**src/rtl/cfgseq_pkg.sv**
```systemverilog
package cfgseq_pkg;

    localparam logic [7:0] OP_RDID    = 8'h07;
    localparam logic [7:0] OP_RDST    = 8'h09;
    localparam logic [7:0] OP_ERASE   = 8'h70;
    localparam logic [7:0] OP_REFRESH = 8'h71;
    localparam logic [7:0] OP_WREN    = 8'h4A;
    localparam logic [7:0] OP_WRDIS   = 8'h4F;
    localparam logic [7:0] OP_WRINC   = 8'h41;

    localparam logic [31:0] STAT_CLEARED   = 32'h0001_0000;
    localparam logic [31:0] STAT_DONE_MASK = 32'h0000_4000;

    typedef enum logic [2:0] {
        ERR_NONE     = 3'd0,
        ERR_BAD_ID   = 3'd1,
        ERR_TIMEOUT  = 3'd2,
        ERR_NOT_DONE = 3'd3,
        ERR_EMPTY    = 3'd4
    } err_e;

    // Step order is significant: linear steps advance by +1
    typedef enum logic [3:0] {
        SQ_RDID, SQ_RDST_PRE, SQ_REFRESH, SQ_WREN, SQ_ERASE,
        SQ_POLL, SQ_IMAGE, SQ_WRDIS, SQ_RDST_FIN
    } step_e;

    typedef enum logic [2:0] {
        PH_IDLE, PH_PEEK, PH_FRAME, PH_GAP, PH_WAIT
    } phase_e;

endpackage

```
**src/rtl/cfg_spi_byte.sv**
```systemverilog
// Shifts one byte out on MOSI and in from MISO in SPI mode 0, MSB first.
// Assumes: go is only raised when the previous byte has finished (done seen).
// SCLK is low for HALF_DIV clocks then high for HALF_DIV clocks per bit.
module cfg_spi_byte #(
    parameter int HALF_DIV = 4
) (
    input  logic       clk,
    input  logic       rst_n,
    input  logic       go,
    input  logic [7:0] tx,
    input  logic       miso,
    output logic       sclk,
    output logic       mosi,
    output logic       done,
    output logic [7:0] rx
);
    localparam int DW = (HALF_DIV > 1) ? $clog2(HALF_DIV) : 1;

    logic          active;
    logic          hi;
    logic [2:0]    bitc;
    logic [DW-1:0] divc;
    logic [7:0]    sh;

    // Bit timing, shifting and MISO capture on the rising SCLK edge
    always_ff @(posedge clk) begin
        if (!rst_n) begin
            active <= 1'b0;
            hi     <= 1'b0;
            bitc   <= '0;
            divc   <= '0;
            sh     <= '0;
            rx     <= '0;
            done   <= 1'b0;
        end else begin
            done <= 1'b0;
            if (!active) begin
                if (go) begin
                    active <= 1'b1;
                    sh     <= tx;
                    bitc   <= '0;
                    divc   <= '0;
                    hi     <= 1'b0;
                end
            end else if (divc == DW'(HALF_DIV - 1)) begin
                divc <= '0;
                if (!hi) begin
                    hi <= 1'b1;
                    rx <= {rx[6:0], miso};
                end else begin
                    hi   <= 1'b0;
                    sh   <= {sh[6:0], 1'b0};
                    bitc <= bitc + 3'd1;
                    if (bitc == 3'd7) begin
                        active <= 1'b0;
                        done   <= 1'b1;
                    end
                end
            end else begin
                divc <= divc + DW'(1);
            end
        end
    end

    assign sclk = hi;
    assign mosi = active & sh[7];

endmodule

```
**src/rtl/cfg_tick_wait.sv**
```systemverilog
// Counts external tick pulses while run is high and flags when TICKS have
// been seen. Assumes run drops after expiry; the count clears when run is low.
module cfg_tick_wait #(
    parameter int TICKS = 10
) (
    input  logic clk,
    input  logic rst_n,
    input  logic run,
    input  logic tick,
    output logic expired
);
    localparam int CW = $clog2(TICKS + 1);

    logic [CW-1:0] cnt;

    // Tick counter, cleared whenever the wait is not running
    always_ff @(posedge clk) begin
        if (!rst_n || !run) begin
            cnt <= '0;
        end else if (tick && !expired) begin
            cnt <= cnt + CW'(1);
        end
    end

    assign expired = run && (cnt == CW'(TICKS));

endmodule

```
**src/rtl/spi_cfg_loader.sv**
```systemverilog
// Top-level sequencer: identity check, erase with status polling, one-frame
// image stream and a final status judgement over an SPI master.
// Assumes the image source holds img_data/img_last stable while img_valid is
// high, and that ms_tick is a single-cycle pulse.
module spi_cfg_loader
    import cfgseq_pkg::*;
#(
    parameter int          HALF_DIV = 4,
    parameter int          POLL_MS  = 10,
    parameter int          POLL_MAX = 500,
    parameter logic [31:0] ID_A     = 32'hC208_8080,
    parameter logic [31:0] ID_B     = 32'hC204_8080
) (
    input  logic       clk,
    input  logic       rst_n,
    input  logic       start,
    input  logic [7:0] img_data,
    input  logic       img_valid,
    input  logic       img_last,
    output logic       img_ready,
    input  logic       ms_tick,
    output logic       spi_sclk,
    output logic       spi_mosi,
    input  logic       spi_miso,
    output logic       spi_cs_n,
    output logic       busy,
    output logic       done,
    output logic [2:0] err_code
);
    localparam int GAP_CYC = 4 * HALF_DIV;
    localparam int GW      = $clog2(GAP_CYC + 1);
    localparam int PW      = $clog2(POLL_MAX + 1);

    phase_e        ph;
    step_e         step;
    logic [3:0]    idx;
    logic          in_data, tail, inflight;
    logic [31:0]   rword;
    logic [PW-1:0] polls;
    logic [GW-1:0] gapc;
    err_e          err_q;
    logic          done_q;

    logic          is_read, launch, eng_done, tick_exp;
    logic [3:0]    frame_len;
    logic [7:0]    opcode, tx_byte, rx_byte;

    // Frame shape for the current step
    always_comb begin
        is_read   = (step == SQ_RDID) || (step == SQ_RDST_PRE) ||
                    (step == SQ_POLL) || (step == SQ_RDST_FIN);
        frame_len = (is_read || step == SQ_IMAGE) ? 4'd8 : 4'd4;
        case (step)
            SQ_RDID:    opcode = OP_RDID;
            SQ_REFRESH: opcode = OP_REFRESH;
            SQ_WREN:    opcode = OP_WREN;
            SQ_ERASE:   opcode = OP_ERASE;
            SQ_IMAGE:   opcode = OP_WRINC;
            SQ_WRDIS:   opcode = OP_WRDIS;
            default:    opcode = OP_RDST;
        endcase
    end

    // Byte selection and launch condition
    always_comb begin
        if (idx == 4'd0)                          tx_byte = opcode;
        else if (step == SQ_IMAGE && idx < 4'd4)  tx_byte = 8'hFF;
        else if (in_data)                         tx_byte = img_data;
        else                                      tx_byte = 8'h00;
        img_ready = (ph == PH_FRAME) && !inflight && in_data;
        launch    = (ph == PH_FRAME) && !inflight && (!in_data || img_valid);
    end

    cfg_spi_byte #(.HALF_DIV(HALF_DIV)) u_byte (
        .clk(clk), .rst_n(rst_n), .go(launch), .tx(tx_byte), .miso(spi_miso),
        .sclk(spi_sclk), .mosi(spi_mosi), .done(eng_done), .rx(rx_byte)
    );

    cfg_tick_wait #(.TICKS(POLL_MS)) u_wait (
        .clk(clk), .rst_n(rst_n), .run(ph == PH_WAIT), .tick(ms_tick),
        .expired(tick_exp)
    );

    // Sequencer: phases, byte indexing, read capture and step decisions
    always_ff @(posedge clk) begin
        if (!rst_n) begin
            ph <= PH_IDLE;  step <= SQ_RDID;  idx <= '0;
            in_data <= 1'b0;  tail <= 1'b0;  inflight <= 1'b0;
            rword <= '0;  polls <= '0;  gapc <= '0;
            err_q <= ERR_NONE;  done_q <= 1'b0;
        end else begin
            if (launch) begin
                inflight <= 1'b1;
                if (in_data && img_last) tail <= 1'b1;
            end
            case (ph)
                PH_IDLE: if (start) begin
                    done_q <= 1'b0;
                    err_q  <= ERR_NONE;
                    ph     <= PH_PEEK;
                end
                PH_PEEK: if (img_valid) begin
                    step <= SQ_RDID;
                    idx  <= '0;
                    ph   <= PH_FRAME;
                end else if (img_last) begin
                    err_q <= ERR_EMPTY;  done_q <= 1'b1;  ph <= PH_IDLE;
                end
                PH_FRAME: if (eng_done) begin
                    inflight <= 1'b0;
                    if (is_read && idx >= 4'd4) rword <= {rword[23:0], rx_byte};
                    if (in_data) begin
                        if (tail) begin
                            in_data <= 1'b0;
                            tail    <= 1'b0;
                        end
                    end else if (idx == frame_len - 4'd1) begin
                        idx  <= '0;
                        gapc <= '0;
                        ph   <= PH_GAP;
                    end else begin
                        idx <= idx + 4'd1;
                        if (step == SQ_IMAGE && idx == 4'd3) in_data <= 1'b1;
                    end
                end
                PH_GAP: if (gapc == GW'(GAP_CYC - 1)) begin
                    ph <= PH_FRAME;
                    case (step)
                        SQ_RDID: if (rword == ID_A || rword == ID_B) begin
                            step <= SQ_RDST_PRE;
                        end else begin
                            err_q <= ERR_BAD_ID;  done_q <= 1'b1;  ph <= PH_IDLE;
                        end
                        SQ_ERASE: begin
                            step  <= SQ_POLL;
                            polls <= '0;
                        end
                        SQ_POLL: if (rword == STAT_CLEARED) begin
                            step <= SQ_IMAGE;
                        end else if (polls == PW'(POLL_MAX - 1)) begin
                            err_q <= ERR_TIMEOUT;  done_q <= 1'b1;  ph <= PH_IDLE;
                        end else begin
                            polls <= polls + PW'(1);
                            ph    <= PH_WAIT;
                        end
                        SQ_RDST_FIN: begin
                            err_q  <= ((rword & STAT_DONE_MASK) != 32'd0) ? ERR_NONE
                                                                          : ERR_NOT_DONE;
                            done_q <= 1'b1;
                            ph     <= PH_IDLE;
                        end
                        default: step <= step_e'(step + 4'd1);
                    endcase
                end else begin
                    gapc <= gapc + GW'(1);
                end
                PH_WAIT: if (tick_exp) ph <= PH_FRAME;
                default: ph <= PH_IDLE;
            endcase
        end
    end

    assign spi_cs_n = (ph != PH_FRAME);
    assign busy     = (ph != PH_IDLE);
    assign done     = done_q;
    assign err_code = err_q;

endmodule

```
**config.mk**
```make
export PLATFORM = sky130hd
export DESIGN_NAME = spi_cfg_loader
export DESIGN_NICKNAME = d
export VERILOG_FILES = /design/src/rtl/cfgseq_pkg.sv /design/src/rtl/cfg_spi_byte.sv /design/src/rtl/cfg_tick_wait.sv /design/src/rtl/spi_cfg_loader.sv
export SDC_FILE = /design/constraint.sdc
export NUM_CORES = 1
export LEC_CHECK = 0
export CAP_MARGIN = 20
export CORE_MARGIN = 2
export CORE_UTILIZATION = 40
export DETAILED_ROUTE_END_ITERATION = 12
export GPL_TIMING_DRIVEN = 1
export PLACE_DENSITY_LB_ADDON = 0.1
export RECOVER_POWER = 50
export SETUP_SLACK_MARGIN = 0.2
export SLEW_MARGIN = 40
export SYNTH_ARGS = -nofsm -noshare
export SYNTH_HDL_FRONTEND = slang
export SYNTH_SLANG_ARGS = --single-unit
```
**constraint.sdc**
```tcl
create_clock -name clk -period 5.8 [get_ports clk]
set_input_delay 1.16 -clock clk [delete_from_list [all_inputs] [get_ports clk]]
set_output_delay 1.16 -clock clk [all_outputs]
set_load 0.01 [all_outputs]
```
Yosys cells after proc, flatten, opt, wreduce, memory -nomap -nowiden
Cells that the tools add are included.
- register bits after elaboration: 92
- bits of input ports: 15
- output and inout port bits: 9
- add/subtract/negate cells: 8
- magnitude comparators: 2
- eq/ne operators: 45
- muxes and demuxes: 89
- bitwise logic cells: 2
- reductions and logical operators: 43
- operators with widths (kind ; count):
    32-bit == test (second input constant) ; 2
    3-bit two-way mux ; 21
    8-bit two-way mux ; 7
    7-bit case mux with 6 select lines ; 1
    32-bit by 17-bit == test with 1-bit output (second input constant) ; 1
    4-bit two-way mux ; 8
    1-bit two-way mux ; 30
    3-bit case mux with 3 select lines ; 3
    2-bit != test (second input constant) ; 13
    5-bit two-way mux ; 4
    9-bit two-way mux ; 2
    3-bit != test (second input constant) ; 6
    9-bit case mux with 2 select lines ; 1
    4-bit by 3-bit == test with 1-bit output (second input constant) ; 4
    4-bit case mux with 2 select lines ; 2
    4-bit case mux with 4 select lines ; 1
    3-bit case mux with 5 select lines ; 1
    4-bit by 1-bit adder with 4-bit output (second input constant) ; 3
    4-bit by 2-bit == test with 1-bit output (second input constant) ; 3
    2-bit two-way mux ; 5
    5-bit case mux with 2 select lines ; 1
    5-bit AND reduction ; 2
    2-bit nonzero test ; 5
    9-bit by 1-bit adder with 9-bit output (second input constant) ; 1
    other kinds (33) ; 62

Depth between registers and ports, before layout
Gate-level depths: netlist of run 1.
- depth in word-level cells: 12
- mapped depth: 10

Hierarchy
From an unflattened synthesis of run 1, not the netlist that was laid out.
- cells, all modules: 588
- area total of the unflattened synthesis: 4895.9 um^2
- by module, submodules not included (module ; times used ; cells an instance ; area an instance (um^2)):
    spi_cfg_loader ; 1 ; 463 ; 3593.4
    cfg_spi_byte ; 1 ; 102 ; 1084.8
    cfg_tick_wait ; 1 ; 23 ; 217.7

Least setup slack after synthesis of run 1
No wires, ideal clock.
- kind: reg2out
- start: register ph[1]
- end: output img_ready
- data arrival time: 1225 ps
- required time: 4640 ps
- slack: 3415 ps
- cell stages (with the launch flop): 4
- path through: dfxtp_1 or3b_1 buf_6 nor3b_1
- longest elaborated chain between the ends: 3
- ends and longest elaborated chain (item ; RTL line ; source):
    from (decl) ; spi_cfg_loader.sv:34 ; phase_e ph;
    from (signal assigned) ; spi_cfg_loader.sv:87 ; ph <= PH_IDLE; step <= SQ_RDID; idx <= '0;
    from (signal assigned) ; spi_cfg_loader.sv:100 ; ph <= PH_PEEK;
    from (signal assigned) ; spi_cfg_loader.sv:105 ; ph <= PH_FRAME;
    3-bit by 2-bit == test with 1-bit output ; spi_cfg_loader.sv:70 ; img_ready = (ph == PH_FRAME) && !inflight && in_data;
    1-bit logical AND (2 in series) ; spi_cfg_loader.sv:70 ;
    to (decl) ; spi_cfg_loader.sv:20 ; output logic img_ready,
No other way between the ends.

Worst setup path after layout of run 1
Same ends and word-level chain as after synthesis.

==> results of run 1 <==
==> metal layers <==
metal | global-route usage [%] | vias up
met2 | 28.2 | 49
met5 | 0 | -
met3 | 3.11 | 15
met1 | 24.0 | 1808
li1 | - | 2003
met4 | 7.05 | 0
==> registers in the layout (all words and copies together) (netlist names) <==
name           cells
err_code           3
polls              9
rword             32
done               1
idx                4
u_byte.divc        2
u_byte.active      1
u_wait.cnt         4
gapc               5
u_byte.sclk        1
ph                 3
u_byte.sh          8
u_byte.bitc        3
inflight           1
u_byte.rx          8
tail               1
step               4
in_data            1
u_byte.done        1
==> area by class of cell <==
type                       count  area (um2)  share of cell area (%)
clock buffer                  12         155                    3.15
clock inverter                 4        55.1                    1.12
inverter                      15        63.8                    1.30
multi-input combinational    432        2390                    48.6
sequential                    92        1840                    37.4
tap                          140         175                    3.56
timing repair buffer          25         241                    4.90
==> critical path: stages, from the launching register on <==
cell and delay, ns:
dfxtp_1 0.62, or3b_1 0.53, nor3b_1 0.28, clkdlybuf4s50_1 0.58
==> cells in the mapped netlist, drive strengths merged (2+ instances only) <==
cell type,number,area share [%]
or4,2,0.34
o41a,2,0.51
nand2b,5,0.71
and3,2,0.28
clkbuf,21,1.8
mux2i,4,0.90
nor3,11,1.5
nand4b,3,0.59
or2,2,0.28
nor2,46,3.9
a31o,2,0.40
a31oi,2,0.28
a22oi,5,0.85
a21oi,83,9.4
inv,14,1.2
nand3,19,2.1
o31ai,2,0.34
o21ai,23,2.9
nor4,9,1.3
ha,14,4.0
and3b,2,0.40
buf,10,1.3
nand4,8,1.1
or3,5,0.82
dfxtp,92,42
a211oi,7,1.2
xor2,6,1.2
xnor2,9,1.8
nor2b,10,1.4
a221oi,5,0.99
and2,5,0.71
nand3b,3,0.51
nand2,119,10
==> final timing paths <==
path	cells past startpoint	endpoint	slack [ns]
worst min-delay path	2	gapc[4]	0.46
worst max register to register	7	rword[13]	3.25
worst min register to register	2	gapc[4]	0.46
worst max-delay path	3	img_ready	2.27
==> power by group <==
| group | internal [mW] | switching, mW |
|---|---|---|
| clock | 0.225 | 0.232 |
| combinational | 0.109 | 0.148 |
| sequential | 0.668 | 0.0504 |
| total | 1.00 | 0.431 |
==> cells by family after synthesis <==
logic type               synth area share (%)
multiplexers                            0.904
AO/OA/AOI/OAI                            19.4
buffers and inverters                    4.46
AND/OR/NAND/NOR                          26.7
flip-flops                               41.6
adder cells (fa/ha/maj)                  3.96
XOR/XNOR                                 2.97
==> per-stage QoR <==
step,total power [mW],setup WS [ns],instances,area [um2],hold slack [ns]
global route,1.51,2.10,720,4920,0.477
global placement,0.989,2.72,704,4710,0.440
CTS,1.45,2.24,720,4930,0.458
detailed placement,0.994,2.67,704,4720,0.447
floorplan,0.920,3.42,570,4430,0.432
finish,1.43,2.27,720,4920,0.456
==> impl_metrics.ini, run 1 <==
[route]
drtPass1Iterations = 4
met3RoutedLength_um = 287
drtAntennaViolNets = 0
wirelength_met1_mm = 5.00
route.top_layer_used = met4
route.detailed.drc = 0
vias = 3875
first_iter_violations = 216
drt-total-wl_mm = 9.98
met2RoutedLength_mm = 4.53
wl_per_cell_um = 13.9
vias_per_cell = 5.38

[yosys]
synth.yosys.warnings = 0
ys_ff_latch = 92
synthesis.instances = 570
synth.net_count = 599
ys_async_sr_fraction_pct = 0
register_area_share_after_synthesis_pct = 41.6
mappedNetlistArea_um2 = 4430
synth-edff-count = 0
dominantRegCellSynth = dfxtp_1
syn_avg_cell_area_um2 = 7.77
yosysUniqueCellTypes = 60

[sta]
final.period_utilization_pct = 60.8
achievable-frequency_mhz = 284
clock-skew-final_ns = 0.00700
rsz_0062_raised_after_global_routing = no
fin_crit_ns = 3.53
max-slew-margin-rel_pct = 25.8
setup-violations-final = 0
number_of_slew_limit_violations_in_the_final_report = 0
final.setup.tns_ns = 0
hold_viol = 0
worst_slew_pin_slew_ns = 1.11

[clocking]
clock_sinks = 92
cts_inserted_buffers = 9
clk_root_buffer_cell = clkbuf_8
clkLatencyLatePin_ns = 0.37
post-cts-setup-buffers = 0
clk_path_buf_depth = 2
clock_tree.htree_level_count = 3
clock_tree_from_tritoncts = yes
clock_transition_at_path_regs_ns = 0.09
cts_hold_buffers = 0
postCtsResizedCells = 0

[setup_path]
criticalPathCategory = reg -> out
cp-end-kind = output port
cp-start-kind = flop
reg2reg_from = step[0]
worstPathArrival_ns = 2.37
cp-startpoint = ph[1]
timing.critical_path.required_ns = 4.64
path_max_fanout = 16

[placement]
dp.final_hpwl_mm = 6.84
globalplace.congestion = 0.809
placement.io_buffers = 23

[worst_hold_path]
timing.hold.worst.class = reg -> reg
worstHoldStart = gapc[4]

[global_route]
gr-usage-all-layers_pct = 17.8
antenna_found_initial = 0
grt_pass1_vias = 3528
grt_overflow_total = 0
grt_max_degree = 66
global_route_wire_length_before_repair_mm = 16.8

[cells_and_area]
filler_cell_count = 1145
num-nets-final = 604
insertedDiodeCount = 0
synthToLayoutAreaGrowth_pct = 11.2
drive_above_1_share_pct = 4.83
final_common_cell = nand2_1
final_cell_mix = nand2_1, dfxtp_1, a21oi_1, nor2_1, o21ai_0
utilization_pct = 45.4

[die]
io_pins = 24
floorplan.rows = 38
die_x_um = 109
die_h_um = 109
core_um2 = 10800
fp.dieArea_um2 = 11900
floorplan.initialDensity_pct = 40.8

[job]
max-cap-violations = 0

[power_and_ir_drop]
static-leakage-power_nw = 1.71
max-vdd-ir-drop_v = 0.000169
power.density_nw_per_um2 = 291

[status]
result_of_the_run = complete, no violations
Power figures use the tool's default switching activity.
==> run 2, diff against run 1 <==
clock period = 3.4 ns   (was 5.8 ns; I/O delays follow)
==> run 2 against run 1 <==
Net effect:
- non-clock buffer count up 5
- die area unchanged
- worst setup slack worse by 1.8 ns
- hold slack about the same
- final cell count up 0.69%
- combinational power up 88%
- critical path type unchanged
- largest power group unchanged
- highest routed layer unchanged
==> impl_metrics.ini, run 2 (synthesis results as in run 1) <==
[status]
result_of_the_run = complete, no violations

[sta]
clock-skew-final_ns = 0.00922
rsz_0062_raised_after_global_routing = no
achievable-frequency_mhz = 344
hold_viol = 0
fin_crit_ns = 2.91
number_of_slew_limit_violations_in_the_final_report = 0
worst_slew_pin_slew_ns = 1.01
setup_slack_ns = 0.492
setup-violations-final = 0
final.period_utilization_pct = 85.5
final.setup.tns_ns = 0
max-slew-margin-rel_pct = 32.5

[global_route]
global_route.usage.met2_pct = 28.4
gr-usage-met1_pct = 26.0
grt_pass1_vias = 3626
grt_overflow_total = 0
grt_util_met3_pct = 3.29
global_route_wire_length_before_repair_mm = 17.5
grt_max_degree = 33
antenna_found_initial = 0
gr-usage-all-layers_pct = 18.5
busiest_layer = met2

[power_and_ir_drop]
max-vdd-ir-drop_v = 0.000345
power.density_nw_per_um2 = 481
static-leakage-power_nw = 1.70
share_clk_of_total_power_pct = 29.1
pwr-share-comb_pct = 20.5
total_switching_power_mw = 0.738
switching_share_pct = 31.4
power.share.sequential_pct = 50.5
cell_internal_pwr_mw = 1.62

[die]
io_pins = 24
floorplan.rows = 38
fp.dieArea_um2 = 11900
die_h_um = 109
die_x_um = 109
floorplan.initialDensity_pct = 40.8
core_um2 = 10800

[clocking]
cts_inserted_buffers = 9
clk_path_buf_depth = 2
postCtsResizedCells = 0
cts_hold_buffers = 0
post-cts-setup-buffers = 0
clock_tree_from_tritoncts = yes
clkLatencyLatePin_ns = 0.36
clock_tree.htree_level_count = 3
clock_transition_at_path_regs_ns = 0.09
clk_root_buffer_cell = clkbuf_8
clock_sinks = 92

[setup_path]
cp-start-kind = flop
cpPeakStageDelay_ns = 0.58
critPathSlowestCell = clkdlybuf4s50_1
worstPathArrival_ns = 2.23
path_max_fanout = 13
crit_path_cell_trace = or3b_1 > nor3b_1 > clkdlybuf4s50_1
cp-end-kind = output port
timing.critical_path.required_ns = 2.72
criticalPathCategory = reg -> out

[worst_hold_path]
timing.hold.worst.class = reg -> reg

[cells_and_area]
multiInputGateArea_um2 = 2370
drive_above_1_share_pct = 4.79
largest-register = rword
final_cell_mix = nand2_1, dfxtp_1, a21oi_1, nor2_1, o21ai_0
fin_cells = 725
insertedDiodeCount = 0
top_regs = rword x32, polls x9
synthToLayoutAreaGrowth_pct = 10.6
largest_register_ff_count = 32
utilization_pct = 45.2
seqCellArea_um2 = 1840
final_common_cell = nand2_1
fin_area_um2 = 4900
filler_cell_count = 1146
num-nets-final = 609

[placement]
globalplace.congestion = 0.806
post_dp_cell_area_um2 = 4760
dp.final_hpwl_mm = 6.99
place_inst = 709
placement.io_buffers = 23
setup_slack_at_placement_ns = 0.862

[route]
vias_per_cell = 5.29
route.detailed.drc = 0
drtAntennaViolNets = 0
drt-total-wl_mm = 10.2
vias = 3836
first_iter_violations = 246
drtPass1Iterations = 4
wl_per_cell_um = 14.0

[job]
max-cap-violations = 0
-- run 2: cell count changes in the layout (fill, tap and decap cells not counted), sizes merged --
cell,delta
clkinvlp,+2
clkbuf,+1
bufinv,-1
buf,+3
-- run 2: worst paths after layout --
check | slack, ns | start | end | depth (start not counted)
max reg2reg | 0.77 | ph[2] | u_byte.sh[2] | 5
max | 0.49 | ph[2] | img_ready | 3
min reg2reg | 0.46 | gapc[4] | gapc[4] | 2
min | 0.46 | gapc[4] | gapc[4] | 2
-- run 2: routing by layer --
metal,part of all wire (%),up-vias
li1,-,2012
met5,0,-
met3,2.6,10
met2,45,37
met1,51,1777
met4,1.3,0
-- run 2: layout make-up --
type / instances / area share (%)
sequential: 92 / 37.6
multi-input combinational: 432 / 48.4
clock buffer: 11 / 2.89
inverter: 15 / 1.25
clock inverter: 5 / 0.741
tap: 140 / 3.58
timing repair buffer: 30 / 5.57
-- run 2: power groups by stage --
| stage | clock, mW | sequential, mW | combinational (mW) |
|---|---|---|---|
| 2_1_floorplan | 0 | 1.20 | 0.366 |
| 4_1_cts | 0.708 | 1.19 | 0.504 |
| 3_5_place_dp | 0 | 1.21 | 0.499 |
| 3_3_place_gp | 0 | 1.21 | 0.497 |
| 5_1_grt | 0.755 | 1.19 | 0.548 |
| 6_report | 0.684 | 1.19 | 0.482 |
-- run 2: critical path: cells and delay by family (launching register included) --
family | cells | cell delay, ns
flops | 1 | 0.44
simple gates | 2 | 0.83
buf+inv | 1 | 0.58
-- run 2: through the flow --
stage / hold slack, ns / total power, mW
4_1_cts: 0.458 / 2.40
6_report: 0.455 / 2.35
3_5_place_dp: 0.446 / 1.71
3_3_place_gp: 0.440 / 1.71
2_1_floorplan: 0.432 / 1.57
5_1_grt: 0.475 / 2.50
